## src/rtl/bus_glue_pkg.sv

```systemverilog
package bus_glue_pkg;
  localparam int ADDR_W  = 16;
  localparam int DATA_W  = 8;
  localparam int SEG_W   = 7;
  localparam logic [ADDR_W-1:0] DISP_ADDR = 16'h7F55;

  typedef logic [ADDR_W-1:0] addr_t;
  typedef logic [DATA_W-1:0] byte_t;

  // SRAM window: top address bit clear
  function automatic logic in_sram(input addr_t a);
    return (a[ADDR_W-1] == 1'b0);
  endfunction

  // Full 16-bit compare against the display port
  function automatic logic is_disp(input addr_t a, input addr_t port);
    return (a == port);
  endfunction

  // Output enable: a read or fetch strobe, inside the window, never during a write
  function automatic logic oe_active(input logic inwin, input logic psen_n,
                                     input logic rd_n, input logic wr_n);
    return inwin && wr_n && (!psen_n || !rd_n);
  endfunction
endpackage

```

## src/rtl/bus_addr_demux.sv

```systemverilog
module bus_addr_demux
  import bus_glue_pkg::*;
#(
  parameter int LO_W = DATA_W,
  parameter int HI_W = ADDR_W - DATA_W
) (
  input  logic            clk,
  input  logic            rst_n,
  input  logic            ale,
  input  logic [LO_W-1:0] ad_in,
  input  logic [HI_W-1:0] a_hi,
  output logic [LO_W+HI_W-1:0] addr,
  output logic [LO_W-1:0] lo_held
);
  logic [LO_W-1:0] lo_q;

  always_ff @(posedge clk) begin
    if (!rst_n)   lo_q <= '0;
    else if (ale) lo_q <= ad_in;
  end

  assign lo_held = lo_q;
  assign addr    = {a_hi, (ale ? ad_in : lo_q)};
endmodule

```

## src/rtl/bus_mem_select.sv

```systemverilog
module bus_mem_select
  import bus_glue_pkg::*;
(
  input  addr_t addr,
  input  logic  psen_n,
  input  logic  rd_n,
  input  logic  wr_n,
  output logic  sram_ce_n,
  output logic  sram_oe_n,
  output logic  sram_we_n,
  output logic  win_hit
);
  assign win_hit   = in_sram(addr);
  assign sram_ce_n = !win_hit;
  assign sram_oe_n = !oe_active(win_hit, psen_n, rd_n, wr_n);
  assign sram_we_n = !(win_hit && !wr_n);
endmodule

```

## src/rtl/seg_port_reg.sv

```systemverilog
module seg_port_reg
  import bus_glue_pkg::*;
#(
  parameter int W = DATA_W,
  parameter logic [ADDR_W-1:0] PORT = DISP_ADDR
) (
  input  logic          clk,
  input  logic          rst_n,
  input  logic          wr_n,
  input  addr_t         addr,
  input  logic [W-1:0]  ad_in,
  output logic [W-1:0]  reg_q,
  output logic          wr_rise,
  output logic          samp_hit,
  output logic [W-1:0]  samp_data
);
  logic         wr_n_q;
  logic         hit_q;
  logic [W-1:0] data_q;

  always_ff @(posedge clk) begin
    if (!rst_n) begin
      wr_n_q <= 1'b1;
      hit_q  <= 1'b0;
      data_q <= '0;
    end else begin
      wr_n_q <= wr_n;
      if (!wr_n) begin
        hit_q  <= is_disp(addr, PORT);
        data_q <= ad_in;
      end
    end
  end

  assign wr_rise   = wr_n && !wr_n_q;
  assign samp_hit  = hit_q;
  assign samp_data = data_q;

  always_ff @(posedge clk) begin
    if (!rst_n)                   reg_q <= '0;
    else if (wr_rise && hit_q)    reg_q <= data_q;
  end
endmodule

```

## src/rtl/bus_glue.sv

```systemverilog
module bus_glue
  import bus_glue_pkg::*;
#(
  parameter logic [ADDR_W-1:0] PORT_ADDR = DISP_ADDR
) (
  input  logic              clk,
  input  logic              rst_n,
  input  logic              ale,
  input  logic              psen_n,
  input  logic              rd_n,
  input  logic              wr_n,
  input  logic [DATA_W-1:0] ad_in,
  input  logic [DATA_W-1:0] a_hi,
  output logic [ADDR_W-1:0] addr,
  output logic              sram_ce_n,
  output logic              sram_oe_n,
  output logic              sram_we_n,
  output logic [SEG_W-1:0]  seg,
  output logic              seg_spare
);
  localparam int HI_W = ADDR_W - DATA_W;

  logic [DATA_W-1:0] lo_held;
  logic [DATA_W-1:0] disp_q;
  logic [DATA_W-1:0] samp_data;
  logic              win_hit;
  logic              wr_rise;
  logic              samp_hit;

  bus_addr_demux #(.LO_W(DATA_W), .HI_W(HI_W)) u_demux (
    .clk(clk), .rst_n(rst_n), .ale(ale), .ad_in(ad_in), .a_hi(a_hi),
    .addr(addr), .lo_held(lo_held)
  );

  bus_mem_select u_sel (
    .addr(addr), .psen_n(psen_n), .rd_n(rd_n), .wr_n(wr_n),
    .sram_ce_n(sram_ce_n), .sram_oe_n(sram_oe_n), .sram_we_n(sram_we_n),
    .win_hit(win_hit)
  );

  seg_port_reg #(.W(DATA_W), .PORT(PORT_ADDR)) u_port (
    .clk(clk), .rst_n(rst_n), .wr_n(wr_n), .addr(addr), .ad_in(ad_in),
    .reg_q(disp_q), .wr_rise(wr_rise), .samp_hit(samp_hit),
    .samp_data(samp_data)
  );

  assign seg       = disp_q[SEG_W-1:0];
  assign seg_spare = disp_q[DATA_W-1];
endmodule

```

## config.mk

```make
export PLATFORM = sky130hd
export DESIGN_NAME = bus_glue
export DESIGN_NICKNAME = d
export VERILOG_FILES = /design/src/rtl/bus_glue_pkg.sv /design/src/rtl/bus_addr_demux.sv /design/src/rtl/bus_mem_select.sv /design/src/rtl/seg_port_reg.sv /design/src/rtl/bus_glue.sv
export SDC_FILE = /design/constraint.sdc
export NUM_CORES = 1
export LEC_CHECK = 0
export BUFFER_PORTS_ARGS = -buffer_cell sky130_fd_sc_hd__buf_2
export CAP_MARGIN = 20
export CORE_ASPECT_RATIO = 1.4
export CORE_MARGIN = 10
export CORE_UTILIZATION = 46
export DETAILED_ROUTE_END_ITERATION = 16
export PLACE_DENSITY = 0.81
export SLEW_MARGIN = 0
export SYNTH_ARGS = -nofsm -noshare
export SYNTH_HDL_FRONTEND = slang
export SYNTH_HIERARCHICAL = 1
export SYNTH_SLANG_ARGS = --single-unit
export TNS_END_PERCENT = 20
```

## constraint.sdc

```tcl
create_clock -name clk -period 1.35 [get_ports clk]
set_input_delay 0.135 -clock clk [delete_from_list [all_inputs] [get_ports clk]]
set_output_delay 0.135 -clock clk [all_outputs]
set_load 0.01 [all_outputs]
```

==> run summary <==
The flow ran to the end, and the final reports show no timing, DRC or antenna violations. In the layout the commonest cells are 48 x buf_2, 26 x dfxtp_1, 16 x mux2i_1, 16 x nor2b_1, 8 x mux2_4. The congestion estimate from routability-driven global placement came to 0.781.

When the netlist entered floorplanning its net count stood at 123. The signal on the critical path passes through mux2_4 -> nor4bb_1 -> nand4_1 -> a21oi_1. The largest individual stage delay along the critical path comes from the cell nor4bb_1.

The tools report the combinational cell fraction of total power as 15.8%. For the number of antenna violations at the first check in global routing, the log shows 0. The overall fraction of global-route tracks in use is 10.3%, and the number of fill cells is 228.

The number of maximum-capacitance constraint violations is 0, and the via count normalized by instance count is 4.73. After routing, the total negative slack on setup checks comes to 0 ns. The cell area that synthesis handed to floorplanning was 1160 µm². Setup repair after global routing left no endpoint under its margin.

In this run the tool buffered the top-level ports with 48 buffer cells. After detailed routing, the number of remaining DRC violations is 0. The clock reaches the later pin of the worst-skew pair after 0.32 ns. After layout, the minimum clock period comes to 1.28 ns. The worst min-delay path category is input port to register.

The first routing iteration left 14 violations. The row count is 21. The top fanout value on the critical path is 3, and the first-pass iteration count of the detailed router is 3. The clock drives 26 sinks. For the deepest level of the CTS H-tree, the log shows 1. For this design the static power due to leakage is 0.736 nW.

The logs give -0.00477 ns for the placement-stage worst setup slack and 101 for the number of standard cells after synthesis. The tools report the residual overflow from global routing as 0. Counting the buffers created by CTS gives 3.

The most common library cell in the layout ignoring fill and taps is buf_2. The tools report the largest buffer count on any clock path as 2. The clock arrives with 0.00178 ns of skew. The repair_antennas step left the layout with diodes totalling 0. For the global-route wire length before repair, the log shows 4.12 mm. For this run, the slowest stage of the critical path takes 0.34 ns.

The finished cells cover 1380 µm². The worst setup path is of the register to register kind. The tools report the total of warnings raised by yosys as 6. Starting density of the core: 48.0%.

The clock network power share came out at 27.0%. In the final routed layout, each cell accounts on average for 14.9 µm. The endpoint kind of the worst setup timing path was a register.

Clock tree synthesis selected as its root buffer the cell clkbuf_4. Of the available clock period, the critical path in the final layout requires 95.2%. Final standard cell utilization of the core: 57.1%. STA classifies the critical path startpoint as a register. The horizontal die dimension is 62.4 µm, and the maximum clock rate is 0.778 GHz. After floorplanning, the core was sized to cover 2420 µm².

The number of global-route vias before repair is 881, and the count of endpoints failing hold in the final timing report is 0. TritonCTS built the clock tree. Of the cells placed in the final design, the portion with a size suffix greater than 1 is 44.7%. The total power density per cell area came out at 1030 nW/µm². 49 I/O pins were placed. Once detail routing completed, the nets flagged for antenna violations numbered 0.

For this design, the CTS-stage hold fixing added 0 buffers. Setup violations remaining at the end of the flow were counted as 0. The logs give 0 for the post-CTS setup buffer count and 1.61 ns for the data required time of the critical path. The maximum vdd drop is 0.598 mV, and the count of final max-slew check failures is 0.

The worst path meets setup with 0.0652 ns of slack. Post-CTS repair changed the size of 0 cells. The logs give 4960 µm² for the floorplan die area and 1.08 mW for the internal power contribution. Summing all placed instances gives a cell area of 1350 µm².

The net count of the finished layout is 164. Of the total power, registers draw 57.2%. The average instance in the mapped netlist occupies 11.5 µm². The share of total power consumed by net switching came out at 23.9%.

The CTS clock-pin slew for the worst setup and hold paths was 0.13 ns; the overall routed net length was 2.61 mm. The total via count after detailed routing was 828; the data arrival time of the critical path was 1.54 ns. The transition time at the pin with the least slew margin is 0.345 ns. Relative to the synthesized area, the layout overhead comes to 19.1%.

The tools report the pin count of the biggest net entering global routing as 27. The die is 79.4 µm tall. Measured against its own limit, the worst slew margin works out to 77.0%. The analysis attributes to net switching a power of 339 µW. The wire-length estimate of the detail-placed layout is 2.10 mm.
## sequential cells by signal (all words and copies together) (netlist names)
name              count
u_demux/lo_held       8
u_port/reg_q          8
u_port/samp_data      8
u_port/samp_hit       1
u_port/wr_n_q         1
## final timing paths
| path | start | end | slack [ns] | cells after the start |
|---|---|---|---|---|
| setup / recovery | u_demux/lo_held[5] | u_port/samp_hit | 0.07 | 4 |
| hold / removal | ad_in[1] | u_port/samp_data[1] | 0.09 | 3 |
| setup reg to reg | u_demux/lo_held[5] | u_port/samp_hit | 0.07 | 4 |
| hold reg to reg | u_port/reg_q[2] | u_port/reg_q[2] | 0.52 | 2 |
## through the flow
stage | cells | total power, mW | hold WS, ns
2_1_floorplan | 101 | 0.981 | 0.257
4_1_cts | 175 | 1.44 | 0.0801
6_report | 175 | 1.42 | 0.0904
3_3_place_gp | 171 | 1.04 | 0.414
5_1_grt | 175 | 1.47 | 0.0963
3_5_place_dp | 171 | 1.06 | 0.421
## cell type report
class	count	area (µm²)	share of cell area [%]
Multi-Input combinational cell	60	527	38.1
Inverter	2	7.51	0.543
Tap cell	34	42.5	3.08
Sequential cell	26	520	37.7
Clock buffer	4	36.3	2.63
Timing Repair Buffer	49	248	17.9
## metal layers
layer  part of all wire (%)  track usage [%]  vias to the layer above
met4                    3.4             7.62                        0
li1                       -                -                      408
met5                      0                0                        -
met3                    7.7             3.23                        6
met1                     39             10.2                      380
met2                     50             17.8                       34
## critical path, delay by kind of cell, from the launching register on
| kind | cells | cell delay (ns) |
|---|---|---|
| simple gates | 2 | 0.47 |
| flops | 1 | 0.33 |
| mux | 1 | 0.27 |
| compound gates | 1 | 0.16 |
## power by group through the flow
stage	clock [mW]	combinational (mW)	sequential [mW]
after floorplan	0	0.155	0.826
after global placement	0	0.217	0.827
after detailed placement	0	0.225	0.830
after CTS	0.400	0.227	0.813
after global routing	0.412	0.243	0.817
final	0.384	0.224	0.813
No activity file was read; power rests on OpenSTA's default activity.
